==> src/rtl/rob_pkg.sv <==
package rob_pkg;

   // Number of retire lanes: zero or an oversize limit means one lane per slot.
   function automatic int lane_count(input int limit, input int depth);
      return (limit == 0 || limit > depth) ? depth : limit;
   endfunction

   function automatic int idx_width(input int depth);
      return (depth > 1) ? $clog2(depth) : 1;
   endfunction

   // Circular add of an offset (at most depth) to a position below depth.
   function automatic int wrap_add(input int pos, input int step, input int depth);
      int s;
      s = pos + step;
      return (s >= depth) ? s - depth : s;
   endfunction

endpackage

==> src/rtl/rob_slot_norm.sv <==
module rob_slot_norm #(
   parameter int DEPTH = 16,
   parameter int UOP_W = 5,
   parameter int CNT_W = 5
) (
   input  logic [UOP_W-1:0] uops,
   output logic [CNT_W-1:0] nslots
);

   localparam int UOP_MAX = (1 << UOP_W) - 1;

   generate
      if (UOP_MAX > DEPTH) begin : g_clamp
         always_comb begin
            if (uops == '0)
               nslots = CNT_W'(1);
            else if (int'(uops) > DEPTH)
               nslots = CNT_W'(DEPTH);
            else
               nslots = CNT_W'(uops);
         end
      end else begin : g_noclamp
         always_comb begin
            if (uops == '0)
               nslots = CNT_W'(1);
            else
               nslots = CNT_W'(uops);
         end
      end
   endgenerate

endmodule

==> src/rtl/rob_token_store.sv <==
module rob_token_store #(
   parameter int DEPTH = 16,
   parameter int TAG_W = 8,
   parameter int CNT_W = 5,
   parameter int IDX_W = 4
) (
   input  logic             clk,
   input  logic             rst_n,
   input  logic             wr_en,
   input  logic [IDX_W-1:0] wr_idx,
   input  logic [TAG_W-1:0] wr_tag,
   input  logic [CNT_W-1:0] wr_n,
   input  logic             mark_en,
   input  logic [IDX_W-1:0] mark_idx,
   output logic [TAG_W-1:0] tag_o [DEPTH],
   output logic [CNT_W-1:0] n_o   [DEPTH],
   output logic             ex_o  [DEPTH]
);

   generate
      for (genvar s = 0; s < DEPTH; s++) begin : g_slot
         logic hit_wr, hit_mark;
         assign hit_wr   = wr_en   && (int'(wr_idx)   == s);
         assign hit_mark = mark_en && (int'(mark_idx) == s);

         always_ff @(posedge clk or negedge rst_n) begin
            if (!rst_n) begin
               tag_o[s] <= '0;
               n_o[s]   <= CNT_W'(1);
               ex_o[s]  <= 1'b0;
            end else begin
               if (hit_wr) begin
                  tag_o[s] <= wr_tag;
                  n_o[s]   <= wr_n;
                  ex_o[s]  <= 1'b0;
               end else if (hit_mark) begin
                  ex_o[s]  <= 1'b1;
               end
            end
         end
      end
   endgenerate

endmodule

==> src/rtl/rob_retire_select.sv <==
module rob_retire_select #(
   parameter int DEPTH = 16,
   parameter int LANES = 2,
   parameter int TAG_W = 8,
   parameter int CNT_W = 5,
   parameter int IDX_W = 4
) (
   input  logic [IDX_W-1:0]       head,
   input  logic [CNT_W-1:0]       occupied,
   input  logic [TAG_W-1:0]       tags [DEPTH],
   input  logic [CNT_W-1:0]       ns   [DEPTH],
   input  logic                   ex   [DEPTH],
   output logic [LANES-1:0]       ret_valid,
   output logic [LANES*TAG_W-1:0] ret_tag,
   output logic [CNT_W-1:0]       freed,
   output logic [IDX_W-1:0]       head_next
);

   logic [IDX_W-1:0] ptr [LANES+1];
   logic [CNT_W-1:0] cum [LANES+1];
   logic             go  [LANES+1];

   assign ptr[0] = head;
   assign cum[0] = '0;
   assign go[0]  = 1'b1;

   generate
      for (genvar k = 0; k < LANES; k++) begin : g_lane
         logic [CNT_W-1:0] n_here;
         logic             ok;
         assign n_here = ns[ptr[k]];
         assign ok     = go[k] && (cum[k] < occupied) && ex[ptr[k]];
         assign ret_valid[k]              = ok;
         assign ret_tag[k*TAG_W +: TAG_W] = tags[ptr[k]];
         assign go[k+1]  = ok;
         assign cum[k+1] = ok ? cum[k] + n_here : cum[k];
         assign ptr[k+1] = IDX_W'(rob_pkg::wrap_add(int'(ptr[k]), int'(n_here), DEPTH));
      end
   endgenerate

   assign freed     = cum[LANES];
   assign head_next = IDX_W'(rob_pkg::wrap_add(int'(head), int'(cum[LANES]), DEPTH));

endmodule

==> src/rtl/rob_retire_ctrl.sv <==
module rob_retire_ctrl #(
   parameter int DEPTH      = 16,
   parameter int TAG_W      = 8,
   parameter int UOP_W      = 5,
   parameter int RETIRE_MAX = 2,
   localparam int IDX_W     = rob_pkg::idx_width(DEPTH),
   localparam int LANES     = rob_pkg::lane_count(RETIRE_MAX, DEPTH)
) (
   input  logic                   clk,
   input  logic                   rst_n,
   input  logic                   disp_valid,
   input  logic [UOP_W-1:0]       disp_uops,
   input  logic [TAG_W-1:0]       disp_tag,
   output logic                   disp_ready,
   output logic [IDX_W-1:0]       disp_token,
   input  logic                   exe_valid,
   input  logic [IDX_W-1:0]       exe_token,
   output logic [LANES-1:0]       ret_valid,
   output logic [LANES*TAG_W-1:0] ret_tag,
   output logic                   empty
);

   localparam int CNT_W = $clog2(DEPTH + 1);

   generate
      if (DEPTH < 2) begin : g_bad_depth
         $error("rob_retire_ctrl: DEPTH must be at least 2");
      end
      if (TAG_W < 1 || UOP_W < 1) begin : g_bad_width
         $error("rob_retire_ctrl: TAG_W and UOP_W must be positive");
      end
      if (RETIRE_MAX < 0) begin : g_bad_limit
         $error("rob_retire_ctrl: RETIRE_MAX must not be negative");
      end
   endgenerate

   logic [CNT_W-1:0] free_q;
   logic [IDX_W-1:0] head_q, tail_q, head_nx;
   logic [CNT_W-1:0] need, freed, occupied;
   logic             fire;

   logic [TAG_W-1:0] st_tag [DEPTH];
   logic [CNT_W-1:0] st_n   [DEPTH];
   logic             st_ex  [DEPTH];

   rob_slot_norm #(.DEPTH(DEPTH), .UOP_W(UOP_W), .CNT_W(CNT_W)) u_norm (
      .uops   (disp_uops),
      .nslots (need)
   );

   rob_token_store #(.DEPTH(DEPTH), .TAG_W(TAG_W), .CNT_W(CNT_W), .IDX_W(IDX_W)) u_store (
      .clk      (clk),
      .rst_n    (rst_n),
      .wr_en    (fire),
      .wr_idx   (tail_q),
      .wr_tag   (disp_tag),
      .wr_n     (need),
      .mark_en  (exe_valid),
      .mark_idx (exe_token),
      .tag_o    (st_tag),
      .n_o      (st_n),
      .ex_o     (st_ex)
   );

   assign occupied = CNT_W'(DEPTH) - free_q;

   rob_retire_select #(.DEPTH(DEPTH), .LANES(LANES), .TAG_W(TAG_W),
                       .CNT_W(CNT_W), .IDX_W(IDX_W)) u_select (
      .head      (head_q),
      .occupied  (occupied),
      .tags      (st_tag),
      .ns        (st_n),
      .ex        (st_ex),
      .ret_valid (ret_valid),
      .ret_tag   (ret_tag),
      .freed     (freed),
      .head_next (head_nx)
   );

   // Acceptance uses the free count before this cycle's retirements.
   assign disp_ready = (free_q >= need);
   assign fire       = disp_valid && disp_ready;
   assign disp_token = tail_q;
   assign empty      = (free_q == CNT_W'(DEPTH));

   always_ff @(posedge clk or negedge rst_n) begin
      if (!rst_n) begin
         free_q <= CNT_W'(DEPTH);
         head_q <= '0;
         tail_q <= '0;
      end else begin
         free_q <= free_q + freed - (fire ? need : CNT_W'(0));
         head_q <= head_nx;
         if (fire)
            tail_q <= IDX_W'(rob_pkg::wrap_add(int'(tail_q), int'(need), DEPTH));
      end
   end

endmodule

==> config.mk <==
export PLATFORM = sky130hd
export DESIGN_NAME = rob_retire_ctrl
export DESIGN_NICKNAME = d
export VERILOG_FILES = /design/src/rtl/rob_pkg.sv /design/src/rtl/rob_slot_norm.sv /design/src/rtl/rob_token_store.sv /design/src/rtl/rob_retire_select.sv /design/src/rtl/rob_retire_ctrl.sv
export SDC_FILE = /design/constraint.sdc
export NUM_CORES = 1
export LEC_CHECK = 0
export BUFFER_PORTS_ARGS = -buffer_cell sky130_fd_sc_hd__buf_2
export CELL_PAD_IN_SITES_DETAIL_PLACEMENT = 1
export CELL_PAD_IN_SITES_GLOBAL_PLACEMENT = 2
export CORE_UTILIZATION = 49
export CTS_CLUSTER_DIAMETER = 120
export DETAILED_ROUTE_END_ITERATION = 8
export PLACE_DENSITY_LB_ADDON = 0.05
export SLEW_MARGIN = 20
export SYNTH_ARGS = -nofsm -noshare
export SYNTH_HDL_FRONTEND = slang
export SYNTH_SLANG_ARGS = --single-unit
==> constraint.sdc <==
create_clock -name clk -period 21.4 [get_ports clk]
set_input_delay 2.14 -clock clk [delete_from_list [all_inputs] [get_ports clk]]
set_output_delay 2.14 -clock clk [all_outputs]
set_load 0.005 [all_outputs]
==> flow_metrics.env, run 1 <==
export IMPL_wl_met1_mm=16.6
export IMPL_syn_area_sq_um=13600
export IMPL_top_layer="met5"
export IMPL_design_core_area_sq_um=27100
export IMPL_hold_viol=0
export IMPL_fin_crit_sh_pct=38.6
export IMPL_clock_sinks=237
export IMPL_worstMarginPinSlew_ns=1.07
export IMPL_hold_depth=2
export IMPL_cts_root_buffer="clkbuf_16"
export IMPL_rrSetupSlack_ns=13.13
export IMPL_netlist_area_leader_share_pct=40.5
export IMPL_layout_drive_gt1_share_pct=44.9
export IMPL_start_util_pct=50.2
export IMPL_worstPathArrival_ns=8.72
export IMPL_multi_input_area_sq_um=7260
export IMPL_clk_pin_slew_ns=0.06
export IMPL_status="complete, no violations"
export IMPL_clockBufferDepth=3
export IMPL_antenna_found_initial=1
export IMPL_grt_ovfl_total=0
export IMPL_n_antenna_cell=0
export IMPL_r2r_end="free_q[4]"
export IMPL_synth_edff_count=0
export IMPL_skew_ns=0.00729
export IMPL_report_final_setup_viol=0
export IMPL_cts_setup_buffers=0
export IMPL_io_buffers=44
export IMPL_rsz0062_at_grt="false"
export IMPL_htree_levels=1
export IMPL_ys_seq_area_share_pct=43.8
export IMPL_wl_met2_mm=19.2
export IMPL_viasPerCell=6.21
export IMPL_synth_warnings=0
export IMPL_die_area_sq_um=28400
export IMPL_slew_headroom_pct=28.8
export IMPL_wirelength_mm=38.3
export IMPL_start_kind="register"
export IMPL_final_common_cell="dfrtp_1"
export IMPL_drtPass1Iterations=5
export IMPL_ff2ff_path_depth=23
export IMPL_layout_common_cells="dfrtp_1 (217), mux2_2 (193), mux4_2 (123)"
export IMPL_cp_end_kind="register"
export IMPL_synthDistinctLibCells=52
export IMPL_ys_top_cells_by_area="dfrtp_1 (41%), mux4_2 (20%), mux2_2 (16%), dfstp_2 (3.3%), ha_1 (2.3%)"
export IMPL_synthCells=1006
export IMPL_synth_top_cell_by_area="dfrtp_1"
export IMPL_postSynthAreaPerCell_sq_um=13.5
export IMPL_post_cts_resized=0
export IMPL_wl_met3_mm=1.51
export IMPL_num_vias=8799
export IMPL_nNetsFinal=1081
export IMPL_grtUsageTotal_pct=28.7
export IMPL_clk_latency_ns=0.53
export IMPL_synthArstFlopShare_pct=100
export IMPL_gp_congestion=0.792
export IMPL_fill_cells=2622
export IMPL_cts_made_buffers=29
export IMPL_place_hpwl_mm=23.0
export IMPL_seq_area_sq_um=5960
export IMPL_grt_pass1_wl_mm=60.4
export IMPL_drtIter0Drc=664
export IMPL_worstReg2RegStart="head_q[0]"
export IMPL_ant_nets=0
export IMPL_setup_tns_ns=0
export IMPL_finalMaxSlewViolations=0
export IMPL_die_h_um=169
export IMPL_synth_seq_cells=237
export IMPL_crit_fanout=49
export IMPL_ys_flop_type="dfrtp_1"
export IMPL_critPathKind="reg -> reg"
export IMPL_max_freq_ghz=0.121
export IMPL_cts_tree="built"
export IMPL_die_w_um=169
export IMPL_syn_num_nets=1060
export IMPL_grt_start_max_net_pins=95
export IMPL_hold_start="u_store.n_o[77]"
export IMPL_cp_required_ns=21.86
export IMPL_worstHoldEndpoint="u_store.n_o[77]"
export IMPL_cts_hold_buffers=0
export IMPL_grt_pass1_vias=9549
export IMPL_area_growth_pct=11.4
export IMPL_io_pin_count=45
export IMPL_drc_errors=0
export IMPL_max_cap_violations=0
export IMPL_num_rows=60
export IMPL_routedWlPerCell_um=27.0
export IMPL_min_path_type="reg -> reg"
export IMPL_period_needed_ns=8.27
## routing by layer
| metal | vias up | global-route usage, % |
|---|---|---|
| li1 | 3798 | - |
| met1 | 4728 | 40.1 |
| met2 | 205 | 47.7 |
| met3 | 66 | 3.25 |
| met4 | 2 | 8.10 |
| met5 | - | 0 |
## cells in the mapped netlist (all sizes together) (5+ instances only)
cell,number
inv,34
buf,23
dfrtp,220
and3,5
nand2b,5
mux4,123
nor3,11
dfstp,17
xor2,6
mux2,195
mux2i,10
and2,15
fa,8
a211oi,12
nand3,6
a21oi,24
a21o,8
o21ai,20
ha,25
clkbuf,54
a31oi,18
nor2,48
nand2,70
xnor2,17
## per-stage QoR
| stage | worst slack (ns) | std cells | instance area (sq um) | utilization [%] | hold WS [ns] |
|---|---|---|---|---|---|
| after floorplan | 13.66 | 1006 | 13600 | - | 0.462 |
| after global placement | 13.21 | 1368 | 14200 | 52.5 | 0.485 |
| after detailed placement | 13.10 | 1368 | 14200 | 52.5 | 0.494 |
| after CTS | 13.07 | 1418 | 15100 | 55.9 | 0.507 |
| after global routing | 12.66 | 1418 | 15100 | 55.9 | 0.539 |
| final | 13.13 | 1418 | 15100 | 55.9 | 0.503 |
## kinds of logic after synthesis
| family | synth area share, % |
|---|---|
| mux | 37.3 |
| flops | 43.8 |
| simple gates | 5.87 |
| buf+inv | 3.46 |
| compound gates | 4.31 |
| fa+ha+maj | 3.79 |
| xor+xnor | 1.48 |
## worst max-delay path, cell delays in order (launching register included)
cell,delay (ns)
dfrtp_4,0.60
buf_4,0.82
mux4_2,0.61
mux4_2,0.55
fa_2,1.05
buf_4,0.58
mux4_2,0.38
and2_1,0.17
a211oi_1,0.22
a31oi_1,0.16
ha_1,0.37
a21o_1,0.18
maj3_1,0.36
xnor2_1,0.19
nor2_2,0.07
xnor2_1,0.15
fa_1,0.51
inv_1,0.04
ha_1,0.31
a21oi_1,0.18
xnor2_1,0.16
xnor2_1,0.15
xor2_1,0.19
xnor2_1,0.14
## state kept, by name, summed over array words and instances (netlist names)
name           cells
disp_token         4
free_q             5
u_store.n_o       80
u_store.tag_o    128
u_store.ex_o      16
head_q             4
## cell type report
type	count	share of cell area [%]
well taps	372	3.07
multi-input cells	657	47.9
clock inverters	8	0.620
inverters	35	0.867
repair buffers	67	2.66
flip-flops and latches	237	39.3
clock buffers	42	5.51
## worst max path at each step
stage | from | to | slack, ns
after floorplan | head_q[0] | free_q[4] | 13.66
after global placement | head_q[0] | free_q[4] | 13.21
after detailed placement | head_q[0] | free_q[4] | 13.10
after CTS | head_q[0] | free_q[4] | 13.07
after global routing | head_q[0] | free_q[4] | 12.66
final | head_q[0] | free_q[4] | 13.13
Power of run 1 is left out: the tool's default activity adds up to more than one toggle a clock period on the data nets, which glitch-free logic cannot reach.
==> inputs of run 2 (changes only) <==
--- a/config.mk
+++ b/config.mk
@@ -5,10 +5,11 @@
 export SDC_FILE = /design/constraint.sdc
 export NUM_CORES = 1
 export LEC_CHECK = 0
+export ABC_AREA = 1
 export BUFFER_PORTS_ARGS = -buffer_cell sky130_fd_sc_hd__buf_2
 export CELL_PAD_IN_SITES_DETAIL_PLACEMENT = 1
 export CELL_PAD_IN_SITES_GLOBAL_PLACEMENT = 2
-export CORE_UTILIZATION = 49
+export CORE_UTILIZATION = 37
 export CTS_CLUSTER_DIAMETER = 120
 export DETAILED_ROUTE_END_ITERATION = 8
 export PLACE_DENSITY_LB_ADDON = 0.05
==> constraint.sdc (replaced) <==
create_clock -name clk -period 7.7 [get_ports clk]
set_input_delay 0.77 -clock clk [delete_from_list [all_inputs] [get_ports clk]]
set_output_delay 0.77 -clock clk [all_outputs]
set_load 0.005 [all_outputs]
==> run 2 against run 1 <==
- fmax increased by 29%
- core utilization shrank 14 points
- sequential share of layout area shrank 1.5 points
- synthesized cell count increased by 91%
- routed wire length increased by 45%
- area after synthesis increased by 3.9%
- clock-buffer cell count grew 3
- non-clock buffer count increased by 10
- clock skew up 0.0049 ns
- worst hold slack worse by 0.33 ns
- critical path type unchanged
- critical endpoint unchanged
- largest cell class unchanged
==> flow_metrics.env, run 2 <==
export IMPL_ys_seq_area_share_pct=42.2
export IMPL_synth_edff_count=0
export IMPL_final_common_cell="o21ai_0"
export IMPL_clockBufferDepth=3
export IMPL_rrSetupSlack_ns=1.27
export IMPL_clk_latency_ns=0.58
export IMPL_yosysMostFrequentCell="o21ai_0"
export IMPL_skew_ns=0.0121
export IMPL_hold_viol=0
export IMPL_layout_common_cells="o21ai_0 (401), nand2_1 (356), a21oi_1 (219)"
export IMPL_netlist_area_leader_share_pct=39.0
export IMPL_synthDistinctLibCells=48
export IMPL_gp_congestion=0.859
export IMPL_layout_drive_gt1_share_pct=10.5
export IMPL_yosys_top_cells_count="o21ai_0 (401), nand2_1 (356), dfrtp_1 (220), a21oi_1 (219), inv_1 (218)"
export IMPL_worst_path_largest_cell_delay_ns=0.62
export IMPL_start_util_pct=37.6
export IMPL_utilization_pct=41.9
export IMPL_grt_start_max_net_pins=149
export IMPL_synth_seq_cells=237
export IMPL_cp_required_ns=8.22
export IMPL_synthArstFlopShare_pct=100
export IMPL_finalMaxSlewViolations=0
export IMPL_synth_warnings=0
export IMPL_setup_tns_ns=0
export IMPL_worstPathArrival_ns=6.95
export IMPL_max_cap_violations=0
export IMPL_cts_root_buffer="clkbuf_16"
export IMPL_area_growth_pct=11.5
export IMPL_period_needed_ns=6.43
export IMPL_ys_top_cells_by_area="dfrtp_1 (39%), o21ai_0 (14%), nand2_1 (9.5%), a21oi_1 (7.8%), inv_1 (5.8%)"
export IMPL_gr_usage_met2_pct=49.3
export IMPL_use_met3_pct=3.26
export IMPL_grtUsageTotal_pct=29.3
export IMPL_cts_hold_buffers=0
export IMPL_start_kind="register"
export IMPL_cp_end_kind="register"
export IMPL_die_w_um=197
export IMPL_cts_setup_buffers=0
export IMPL_rsz0062_at_grt="false"
export IMPL_grtUsageMet1_pct=40.0
export IMPL_ant_nets=0
export IMPL_crit_fanout=66
export IMPL_fin_crit_sh_pct=83.5
export IMPL_ys_flop_type="dfrtp_1"
export IMPL_slew_headroom_pct=28.0
export IMPL_routedWlPerCell_um=22.9
export IMPL_nNetsFinal=1949
export IMPL_io_pin_count=45
export IMPL_postSynthAreaPerCell_sq_um=7.35
export IMPL_design_core_area_sq_um=37600
export IMPL_htree_levels=1
export IMPL_drc_errors=0
export IMPL_post_cts_resized=0
export IMPL_crit_top_cell="nand2_1"
export IMPL_slowest_stage="buf_4"
export IMPL_place_inst=2374
export IMPL_clk_pin_slew_ns=0.06
export IMPL_num_rows=71
export IMPL_num_vias=13200
export IMPL_drtPass1Iterations=5
export IMPL_antenna_found_initial=4
export IMPL_cts_tree="built"
export IMPL_syn_num_nets=1974
export IMPL_grt_pass1_vias=13400
export IMPL_max_freq_ghz=0.156
export IMPL_die_h_um=197
export IMPL_largest_reg_flops=128
export IMPL_reg_largest_list="u_store.tag_o x128, u_store.n_o x80, u_store.ex_o x16"
export IMPL_wirelength_mm=55.6
export IMPL_report_final_setup_viol=0
export IMPL_finalNonFillerCells=2430
export IMPL_viasPerCell=5.44
export IMPL_synthCells=1920
export IMPL_io_buffers=44
export IMPL_cts_made_buffers=30
export IMPL_place_hpwl_mm=36.5
export IMPL_synth_top_cell_by_area="dfrtp_1"
export IMPL_min_path_type="in -> async"
export IMPL_critPathKind="reg -> reg"
export IMPL_grt_busiest_layer="met2"
export IMPL_largest_register="u_store.tag_o"
export IMPL_whs_ns=0.168
export IMPL_fill_cells=4682
export IMPL_drtIter0Drc=879
export IMPL_syn_area_sq_um=14100
export IMPL_clock_sinks=237
export IMPL_status="complete, no violations"
export IMPL_grt_pass1_wl_mm=85.3
export IMPL_grt_ovfl_total=0
export IMPL_die_area_sq_um=38900
export IMPL_worstMarginPinSlew_ns=1.08
==> run 2: cell types whose count changed after synthesis, moves of 15 or more <==
cell	previous run	this run
nand2_1	70	356
mux2_2	193	0
nand3_1	6	146
o22ai_1	0	15
clkbuf_1	54	70
buf_2	10	33
inv_1	33	218
a21oi_1	24	219
o21ai_0	20	401
mux4_2	123	0
==> run 2: path summary, 6_finish.rpt <==
check / start / to / cells past startpoint
worst min register to register: u_store.n_o[18] / u_store.n_o[18] / 2
worst min-delay path: rst_n / u_store.tag_o[12] / 1
max in group asynchronous: rst_n / head_q[0] / 2
worst max register to register: head_q[0] / free_q[4] / 31
worst max-delay path: head_q[0] / free_q[4] / 31
min in group clk: u_store.n_o[18] / u_store.n_o[18] / 2
==> run 2: logic make-up after synthesis <==
family                     Yosys count  share of synthesized area [%]
AOI/OAI and AO/OA                  668                           24.4
xor gates and xnor gates            13                          0.806
adders and majority gates           33                           3.35
buffers and inverters              369                           10.8
DFF                                237                           42.2
muxes                                1                         0.0709
and+or+nand+nor                    599                           18.5
==> run 2: metrics by stage <==
stage                     area [sq um]  setup WS, ns
after floorplan                  14100          1.49
after global placement           14700          1.41
after detailed placement         14700          1.30
after CTS                        15700          1.28
after global routing             15700         0.719
final                            15700          1.27
==> run 2: worst max-delay path: cells and delay by family (launching register included) <==
family	cells	cell delay (ns)
DFF	1	0.51
AOI/OAI and AO/OA	6	0.87
and+or+nand+nor	13	1.44
xor gates and xnor gates	1	0.14
buffers and inverters	6	1.10
adders and majority gates	5	2.28
==> run 2: cell type report <==
cell class | count | area, sq um | area share [%]
Antenna cell | 1 | 2.50 | 0.0159
Tap cell | 511 | 639 | 4.06
Clock buffer | 45 | 918 | 5.83
Multi-Input combinational cell | 1314 | 6730 | 42.7
Timing Repair Buffer | 77 | 503 | 3.19
Clock inverter | 10 | 106 | 0.676
Sequential cell | 237 | 5960 | 37.8
Inverter | 235 | 892 | 5.67
==> run 2: layer usage <==
metal  vias to the layer above  wire (um)
met5                         -          0
met2                       272      26500
li1                       6324          -
met3                        77       2350
met1                      6540      25200
met4                         0       1510
Power of run 2 is left out for the same reason.
